--- config.mk ---
export PLATFORM = sky130hd
export DESIGN_NAME = priv_guard
export DESIGN_NICKNAME = d
export VERILOG_FILES = /design/src/rtl/pg_pkg.sv /design/src/rtl/pg_bounds.sv /design/src/rtl/pg_trap_arb.sv /design/src/rtl/pg_mode_reg.sv /design/src/rtl/priv_guard.sv
export SDC_FILE = /design/constraint.sdc
export NUM_CORES = 1
export LEC_CHECK = 0
export BUFFER_PORTS_ARGS = -buffer_cell sky130_fd_sc_hd__buf_2
export CAP_MARGIN = 30
export CORE_ASPECT_RATIO = 0.7
export CORE_MARGIN = 2
export CORE_UTILIZATION = 50
export CTS_BUF_LIST = sky130_fd_sc_hd__clkbuf_8
export CTS_CLUSTER_DIAMETER = 100
export CTS_CLUSTER_SIZE = 8
export DETAILED_ROUTE_END_ITERATION = 10
export MAX_ROUTING_LAYER = met4
export PLACE_DENSITY = 0.73
export SYNTH_ARGS = -nofsm -noshare
export SYNTH_HDL_FRONTEND = slang
export SYNTH_HIERARCHICAL = 1
export SYNTH_SLANG_ARGS = --single-unit
--- constraint.sdc ---
create_clock -name clk -period 3.45 [get_ports clk]
set_clock_uncertainty 0.05 [all_clocks]
set_input_delay 0.69 -clock clk [delete_from_list [all_inputs] [get_ports clk]]
set_output_delay 0.69 -clock clk [all_outputs]
set_load 0.005 [all_outputs]
--- src/rtl/pg_pkg.sv ---
package pg_pkg;
   typedef enum logic [2:0] {
      CAUSE_NONE    = 3'd0,
      CAUSE_ILLEGAL = 3'd1,
      CAUSE_ADDR    = 3'd2,
      CAUSE_SYSCALL = 3'd3,
      CAUSE_IRQ     = 3'd4
   } cause_e;

   localparam logic MODE_MON  = 1'b0;
   localparam logic MODE_USER = 1'b1;
endpackage

--- src/rtl/pg_bounds.sv ---
module pg_bounds #(
   parameter int          AW        = 16,
   parameter bit          PRECOMP   = 1'b1,
   parameter logic [AW-1:0] RST_BASE  = '0,
   parameter logic [AW-1:0] RST_LIMIT = '0
) (
   input  logic          clk,
   input  logic          rst_n,
   input  logic          user_mode,
   input  logic          ld_base,
   input  logic          ld_limit,
   input  logic [AW-1:0] ld_data,
   input  logic [AW-1:0] acc_addr,
   output logic          in_range
);
   localparam int EW = AW + 1;
   localparam logic [EW-1:0] RST_END = {1'b0, RST_BASE} + {1'b0, RST_LIMIT};

   logic [AW-1:0] base_q, limit_q, base_d, limit_d;
   logic          wr_base, wr_limit;
   logic [EW-1:0] end_w;

   assign wr_base  = ld_base  && (user_mode == pg_pkg::MODE_MON);
   assign wr_limit = ld_limit && (user_mode == pg_pkg::MODE_MON);
   assign base_d   = wr_base  ? ld_data : base_q;
   assign limit_d  = wr_limit ? ld_data : limit_q;

   always_ff @(posedge clk or negedge rst_n) begin
      if (!rst_n) begin
         base_q  <= RST_BASE;
         limit_q <= RST_LIMIT;
      end else begin
         base_q  <= base_d;
         limit_q <= limit_d;
      end
   end

   generate
      if (PRECOMP) begin : g_end_reg
         logic [EW-1:0] end_q;
         always_ff @(posedge clk or negedge rst_n) begin
            if (!rst_n) end_q <= RST_END;
            else        end_q <= {1'b0, base_d} + {1'b0, limit_d};
         end
         assign end_w = end_q;
      end else begin : g_end_add
         assign end_w = {1'b0, base_q} + {1'b0, limit_q};
      end
   endgenerate

   assign in_range = ({1'b0, acc_addr} >= {1'b0, base_q}) &&
                     ({1'b0, acc_addr} <  end_w);

   AST_BOUNDS_LOCKED: assert property (@(posedge clk) disable iff (!rst_n)
      user_mode |=> ($stable(base_q) && $stable(limit_q)));
endmodule

--- src/rtl/pg_trap_arb.sv ---
module pg_trap_arb (
   input  logic        clk,
   input  logic        rst_n,
   input  logic        user_mode,
   input  logic        acc_valid,
   input  logic        in_range,
   input  logic        priv_op,
   input  logic        ld_base,
   input  logic        ld_limit,
   input  logic        ret_user,
   input  logic        sys_call,
   input  logic        ext_irq,
   output logic        take_trap,
   output logic        trap_req,
   output logic [2:0]  trap_cause
);
   import pg_pkg::*;

   logic   addr_bad, illegal;
   cause_e cause_d;

   assign addr_bad = user_mode && acc_valid && !in_range;
   assign illegal  = user_mode && (priv_op || ld_base || ld_limit || ret_user);

   always_comb begin
      if (addr_bad)      cause_d = CAUSE_ADDR;
      else if (illegal)  cause_d = CAUSE_ILLEGAL;
      else if (sys_call) cause_d = CAUSE_SYSCALL;
      else if (ext_irq)  cause_d = CAUSE_IRQ;
      else               cause_d = CAUSE_NONE;
   end

   assign take_trap = (cause_d != CAUSE_NONE);

   always_ff @(posedge clk or negedge rst_n) begin
      if (!rst_n) begin
         trap_req   <= 1'b0;
         trap_cause <= CAUSE_NONE;
      end else begin
         trap_req   <= take_trap;
         trap_cause <= cause_d;
      end
   end

   AST_RET_FROM_USER_ILLEGAL: assert property (@(posedge clk) disable iff (!rst_n)
      (user_mode && ret_user && !(acc_valid && !in_range))
      |=> (trap_req && trap_cause == CAUSE_ILLEGAL));
   AST_CAUSE_QUIET: assert property (@(posedge clk) disable iff (!rst_n)
      !trap_req |-> (trap_cause == CAUSE_NONE));
endmodule

--- src/rtl/pg_mode_reg.sv ---
module pg_mode_reg (
   input  logic clk,
   input  logic rst_n,
   input  logic take_trap,
   input  logic ret_user,
   output logic user_mode
);
   always_ff @(posedge clk or negedge rst_n) begin
      if (!rst_n)
         user_mode <= pg_pkg::MODE_MON;
      else if (take_trap)
         user_mode <= pg_pkg::MODE_MON;
      else if (ret_user && user_mode == pg_pkg::MODE_MON)
         user_mode <= pg_pkg::MODE_USER;
   end

   AST_USER_ONLY_BY_RET: assert property (@(posedge clk) disable iff (!rst_n)
      $rose(user_mode) |-> $past(ret_user));
endmodule

--- src/rtl/priv_guard.sv ---
module priv_guard #(
   parameter int            AW        = 16,
   parameter bit            PRECOMP   = 1'b1,
   parameter logic [AW-1:0] RST_BASE  = '0,
   parameter logic [AW-1:0] RST_LIMIT = '0
) (
   input  logic          clk,
   input  logic          rst_n,
   input  logic          acc_valid,
   input  logic [AW-1:0] acc_addr,
   input  logic          priv_op,
   input  logic          ld_base,
   input  logic          ld_limit,
   input  logic [AW-1:0] ld_data,
   input  logic          sys_call,
   input  logic          ext_irq,
   input  logic          ret_user,
   output logic          trap_req,
   output logic [2:0]    trap_cause,
   output logic          user_mode
);
   import pg_pkg::*;

   initial begin
      assert (AW >= 4 && AW <= 64)
         else $fatal(1, "priv_guard: AW must lie in 4..64");
   end

   logic in_range;
   logic take_trap;

   pg_bounds #(
      .AW(AW), .PRECOMP(PRECOMP), .RST_BASE(RST_BASE), .RST_LIMIT(RST_LIMIT)
   ) u_bounds (
      .clk(clk), .rst_n(rst_n), .user_mode(user_mode),
      .ld_base(ld_base), .ld_limit(ld_limit), .ld_data(ld_data),
      .acc_addr(acc_addr), .in_range(in_range)
   );

   pg_trap_arb u_arb (
      .clk(clk), .rst_n(rst_n), .user_mode(user_mode),
      .acc_valid(acc_valid), .in_range(in_range), .priv_op(priv_op),
      .ld_base(ld_base), .ld_limit(ld_limit), .ret_user(ret_user),
      .sys_call(sys_call), .ext_irq(ext_irq), .take_trap(take_trap),
      .trap_req(trap_req), .trap_cause(trap_cause)
   );

   pg_mode_reg u_mode (
      .clk(clk), .rst_n(rst_n), .take_trap(take_trap),
      .ret_user(ret_user), .user_mode(user_mode)
   );

   AST_TRAP_FORCES_MONITOR: assert property (@(posedge clk) disable iff (!rst_n)
      trap_req |-> (user_mode == MODE_MON));
   AST_ADDR_TRAP_FIRST: assert property (@(posedge clk) disable iff (!rst_n)
      (user_mode && acc_valid && !in_range) |=> (trap_req && trap_cause == CAUSE_ADDR));
   AST_MONITOR_UNCHECKED: assert property (@(posedge clk) disable iff (!rst_n)
      (user_mode == MODE_MON) |=> (trap_cause != CAUSE_ADDR));
endmodule

==> reports/qor.yml, run 1 <==
via_count: 2751
arrival_ns: 3.40
antenna_found_initial: 0
firstDrtPassIters: 4
numClockSinks: 54
fp.dieArea_mm2: 0.007855
grt_max_degree: 41
synth_area_mm2: 0.003576
layout_common_cells: "53 x dfrtp_1, 45 x buf_2, 45 x ha_1"
fin_crit_sh: 0.9346
num_rows: 25
yosysSeqAreaShare: 0.3779
pwr-share-comb: 0.426
path_clk_slew_ns: 0.10
ys.flop_type: "dfrtp_1"
power.leakage_nw: 2.035
synth-seq-cells: 54
maxSlewViolCount: 0
die_w_um: 105.1
status: "finished, final reports clean"
dp_hpwl_um: 6584
routed_wl_um: 8034
finalHoldViolCount: 0
worstPathRequired_ns: 3.63
n_antenna_cell: 0
critPathKind: "reg2reg"
rr_worst_depth: 12
tightest_slew_ns: 0.8911
yosys_warnings: 6
drc: 0
die_h_um: 74.76
worstPathMaxFanout: 8
cts_root_buf: "clkbuf_8"
clockBufferDepth: 2
ys_types: 51
ios: 46
drt-initial-drc-count: 159
slew_headroom: 0.4059
hold_path_class: "in2async"
setup_violations: 0
switching_share: 0.3592
detail-route-antenna-nets: 0
synthCells: 340
clock_power_share: 0.163
nNetsFinal: 486
overflow: 0
insertion_delay_ns: 0.30
synth_area_per_cell_um2: 10.52
coreArea_mm2: 0.006850
syn2layout_area_growth_pct: 14.03
grt_usage: 0.2258
worst_setup_path_start_kind: "flop"
start_util: 0.5220
drive_gt1_frac: 0.2632
power.density_mw_per_mm2: 503.5
cts_hold_buffers: 0
syn_nets: 427
fmax_mhz: 310.1
rsz0062_at_grt: "false"
maxCapViolCount: 0
numCtsBuffers: 5
vias_per_cell: 5.580
period_minus_slack_ns: 3.224
final_common_cell: "dfrtp_1"
cts_tree: "done"
tns_ns: 0
internal-power_mw: 1.315
port_buffers: 45
place_ws_ns: -0.02763
power_frac_seq: 0.411
grt_pass1_vias: 2681
grt_pass1_wl_um: 13320
htree_levels: 2
avgRoutedWirePerCell_um: 16.30
fin_ws_ns: 0.2255
ir_drop_uv: 247.6
synthArstFlopShare: 1.000
gp_congestion: 0.9054
p_switching_mw: 0.7375
synth_edf_count: 0
endpoint_kind: "flop"
==> worst paths after layout <==
kind,start,to,slack (ns)
max,u_mode/user_mode,u_bounds/end_w[15],0.23
min,rst_n,u_bounds/base_q[0],0.45
max reg2reg,u_mode/user_mode,u_bounds/end_w[15],0.23
min reg2reg,u_bounds/limit_q[11],u_bounds/limit_q[11],0.45
max in group asynchronous,rst_n,u_bounds/base_q[9],2.23
min in group clk,u_bounds/limit_q[11],u_bounds/limit_q[11],0.45
==> cells in the mapped netlist (all sizes together), types with 4 or more instances <==
library cell	count	area share
a222oi	4	0.011
o21ai	17	0.025
xnor2	9	0.022
a31oi	4	0.0087
xor2	15	0.037
nand2	11	0.012
nor2	8	0.0084
dfrtp	54	0.38
nand2b	12	0.021
a21o	10	0.021
a211oi	6	0.013
ha	45	0.16
mux2	31	0.098
nand3	4	0.0056
inv	42	0.044
a21oi	19	0.028
nor3	4	0.0056
clkbuf	5	0.0052
==> per-layer routing <==
metal	up-vias	part of all wire	routed length (µm)	global-route usage
li1	1333	-	-	-
met1	1326	0.51	4092	0.3368
met2	84	0.40	3241	0.3189
met3	8	0.078	627	0.04329
met4	0	0.0090	72	0.04741
met5	-	0	0	-
==> cells by family after synthesis <==
group / synth area share
simple gates: 0.07803
buf+inv: 0.05248
fa+ha+maj: 0.1631
compound gates: 0.1666
mux: 0.1032
xor+xnor: 0.05878
flops: 0.3779
==> cell type report <==
class	count	area (µm²)
Inverter	42	157.7
Tap cell	94	117.6
Timing Repair Buffer	58	322.8
Clock inverter	2	11.26
Clock buffer	5	68.82
Fill cell	581	2773
Sequential cell	54	1353
Multi-Input combinational cell	238	2047
==> critical path, stage by stage, from the launching register on <==
cell and delay [ns]:
dfrtp_2 0.49, nand2b_2 0.25, buf_4 0.15, mux2i_1 0.25
inv_1 0.10, ha_1 0.29, a21o_1 0.15, nand4_1 0.14
a211o_1 0.35, a2111oi_2 0.37, o21ai_1 0.20, o21ai_1 0.20
xor2_1 0.16
==> registers in the layout, summed over array words and instances, names as in the netlist <==
signal / cells
u_bounds/limit_q: 16
u_bounds/end_w: 17
u_bounds/base_q: 16
u_mode/user_mode: 1
u_arb/trap_cause: 3
u_arb/trap_req: 1
==> stage by stage <==
stage | power [mW] | utilization | hold WS, ns | instance area (µm²) | cells
5_1_grt | 2.217 | 0.5953 | 0.4820 | 4078 | 493
2_1_floorplan | 1.446 | - | 0.3444 | 3581 | 340
4_1_cts | 2.053 | 0.5936 | 0.4569 | 4066 | 493
3_5_place_dp | 1.705 | 0.5819 | 0.4354 | 3986 | 486
3_3_place_gp | 1.670 | 0.5819 | 0.4319 | 3986 | 486
6_report | 2.053 | 0.5953 | 0.4502 | 4078 | 493
==> what timing repair did <==
action                                  in CTS  in global routing
gates resized for setup                      0                  3
endpoints found under the hold margin        0                  0
endpoints found under the setup margin       0                  3
setup buffers                                0                  0
==> power groups by stage <==
stage                     logic [mW]  registers (mW)  clock network, mW
after floorplan                0.619           0.828                  0
after global placement         0.819           0.852                  0
after detailed placement       0.849           0.856                  0
after CTS                      0.860           0.843              0.350
after global routing           0.981           0.859              0.377
final                          0.874           0.844              0.335
Note: power is estimated with default switching activity, not from simulation.
==> inputs of run 2 (changes only) <==
--- a/config.mk
+++ b/config.mk
@@ -16,6 +16,8 @@
 export DETAILED_ROUTE_END_ITERATION = 10
 export MAX_ROUTING_LAYER = met4
 export PLACE_DENSITY = 0.73
+export RECOVER_POWER = 25
+export SLEW_MARGIN = 20
 export SYNTH_ARGS = -nofsm -noshare
 export SYNTH_HDL_FRONTEND = slang
 export SYNTH_HIERARCHICAL = 1
==> run 2 against run 1 <==
Against the previous run:
- the flow now finishes with violations (capacitance limit, slew limit)
- critical path depth is the same
- largest power group unchanged
- core utilization is essentially flat
- clock-buffer cell count is the same
- clock power is essentially flat
==> reports/qor.yml, run 2 (synthesis results as in run 1) <==
cts_tree: "done"  # unchanged
gp_congestion: 0.9054  # unchanged
rsz0062_at_grt: "false"  # unchanged
port_buffers: 45  # unchanged
power.leakage_nw: 2.034  # was 2.035 nW
setup_violations: 0  # unchanged
fmax_mhz: 310.5  # was 310.1 MHz
start_util: 0.5220  # unchanged
drt-initial-drc-count: 127  # was 159
grt_pass1_wl_um: 13320  # unchanged
dpl-instance-area_mm2: 0.003986  # unchanged
tns_ns: 0  # unchanged
n_antenna_cell: 0  # unchanged
cts_hold_buffers: 0  # unchanged
insertion_delay_ns: 0.30  # about the same
avgRoutedWirePerCell_um: 16.28  # was 16.30 µm
grt_max_degree: 41  # unchanged
detail-route-antenna-nets: 0  # unchanged
reg2reg_to: "u_bounds/end_w[15]"  # unchanged
fp.dieArea_mm2: 0.007855  # unchanged
coreArea_mm2: 0.006850  # unchanged
htree_levels: 2  # unchanged
ir_drop_uv: 248.0  # was 247.6 µV
clockBufferDepth: 2  # unchanged
fill_cells: 583  # was 581
period_minus_slack_ns: 3.221  # was 3.224 ns
fin_ws_ns: 0.2289  # was 0.2255 ns
worstPathRequired_ns: 3.63  # about the same
critPathTopFamily: "compound AO/OA/AOI/OAI gates"  # unchanged
status: "finished with violations"  # was finished, final reports clean
die_h_um: 74.76  # unchanged
path_clk_slew_ns: 0.10  # about the same
die_w_um: 105.1  # unchanged
largest_reg_flops: 17  # unchanged
cts_root_buf: "clkbuf_8"  # unchanged
numClockSinks: 54  # unchanged
numCtsBuffers: 5  # unchanged
firstDrtPassIters: 4  # unchanged
crit_chain: "nand2b_2 -> buf_4 -> mux2i_1 -> inv_1 -> ha_1 -> a21o_1 -> nand4_1 -> a211o_1 -> a2111oi_2 -> o21ai_1 -> o21ai_1 -> xor2_1"  # unchanged
num_rows: 25  # unchanged
maxSlewViolCount: 33  # was 0
place_ws_ns: -0.02763  # unchanged
grt_pass1_vias: 2681  # unchanged
routed_wl_um: 8041  # was 8034 µm
endpoint_kind: "flop"  # unchanged
ios: 46  # unchanged
antenna_found_initial: 0  # unchanged
syn2layout_area_growth_pct: 14.10  # was 14.03%
violations: "capacitance limit, slew limit"
rr_worst_depth: 12  # unchanged
regToRegSetupSlack_ns: 0.23  # about the same
final_cells: 494  # was 493
regArea_mm2: 0.001353  # unchanged
final_common_cell: "dfrtp_1"  # unchanged
crit_path_frequent_cell: "o21ai_1"  # unchanged
arrival_ns: 3.40  # about the same
worst_setup_path_start_kind: "flop"  # unchanged
drive_gt1_frac: 0.2600  # was 0.2632
vias_per_cell: 5.528  # was 5.580
drc: 0  # unchanged
fin_area_mm2: 0.004080  # was 0.004078 mm²
finalHoldViolCount: 0  # unchanged
r2r_start: "u_mode/user_mode"  # unchanged
post_cts_buffers: 0  # unchanged
layout_common_cells: "53 x dfrtp_1, 45 x ha_1, 44 x buf_2"  # was 53 x dfrtp_1, 45 x buf_2, 45 x ha_1
dp.cells: 486  # unchanged
dp_hpwl_um: 6584  # unchanged
nNetsFinal: 487  # was 486
grt_usage: 0.2258  # unchanged
cpPeakStageDelay_ns: 0.49  # about the same
multi_input_area_mm2: 0.002047  # unchanged
post-route-util: 0.5956  # was 0.5953
critPathKind: "reg2reg"  # unchanged
fin_crit_sh: 0.9337  # was 0.9346
power.density_mw_per_mm2: 503.2  # was 503.5 mW/mm²
slew_headroom: -0.1562  # was 0.4059
overflow: 0  # unchanged
crit_slowest_cell: "dfrtp_2"  # unchanged
hold_path_class: "in2async"  # unchanged
tightest_slew_ns: 1.734  # was 0.8911 ns
critPathBufInv: 2  # unchanged
maxCapViolCount: 1  # was 0
via_count: 2731  # was 2751
worstPathMaxFanout: 8  # unchanged
## run 2: cell types whose count changed in the layout (fill, tap and decap cells not counted)
| cell | previous run | this run |
|---|---|---|
| buf_2 | 45 | 44 |
| clkbuf_1 | 0 | 2 |
## run 2: power breakdown
group | internal [mW] | switching [mW]
Clock | 0.137 | 0.198
Sequential | 0.775 | 0.0703
Combinational | 0.404 | 0.469
Total | 1.32 | 0.738
## run 2: per-stage QoR
| step | power (mW) | hold WS [ns] |
|---|---|---|
| after CTS | 2.053 | 0.4569 |
| final | 2.053 | 0.2426 |
| after global placement | 1.670 | 0.4319 |
| after detailed placement | 1.705 | 0.4354 |
| after floorplan | 1.446 | 0.3444 |
| after global routing | 2.217 | 0.2751 |
## run 2: final cells by class
type	count	share of cell area
sequential	54	0.3315
inverter	42	0.03864
clock buffer	5	0.01687
timing repair buffer	59	0.07973
clock inverter	2	0.002760
tap	94	0.02883
multi-input combinational	238	0.5017
## run 2: routing by layer
metal / share of wire / GRT usage / up-vias
met5: 0 / - / -
met4: 0.0066 / 0.04741 / 0
met3: 0.074 / 0.04329 / 6
met2: 0.41 / 0.3189 / 84
met1: 0.51 / 0.3368 / 1307
li1: - / - / 1334
## run 2: worst max-delay path by stage
stage / to / depth (start not counted) / from / slack [ns]
finish: u_bounds/end_w[15] / 12 / u_mode/user_mode / 0.23
global route: u_bounds/end_w[15] / 12 / u_mode/user_mode / 0.01
CTS: u_bounds/end_w[15] / 12 / u_mode/user_mode / 0.15
detailed placement: u_bounds/end_w[13] / 12 / ld_base / -0.03
global placement: u_bounds/end_w[14] / 13 / ld_base / 0.08
floorplan: u_bounds/end_w[14] / 12 / ld_base / 0.06
## run 2: timing repair
action	CTS	global route
resized for setup	0	3
endpoints found under the setup margin	0	3
endpoints found under the hold margin	0	0
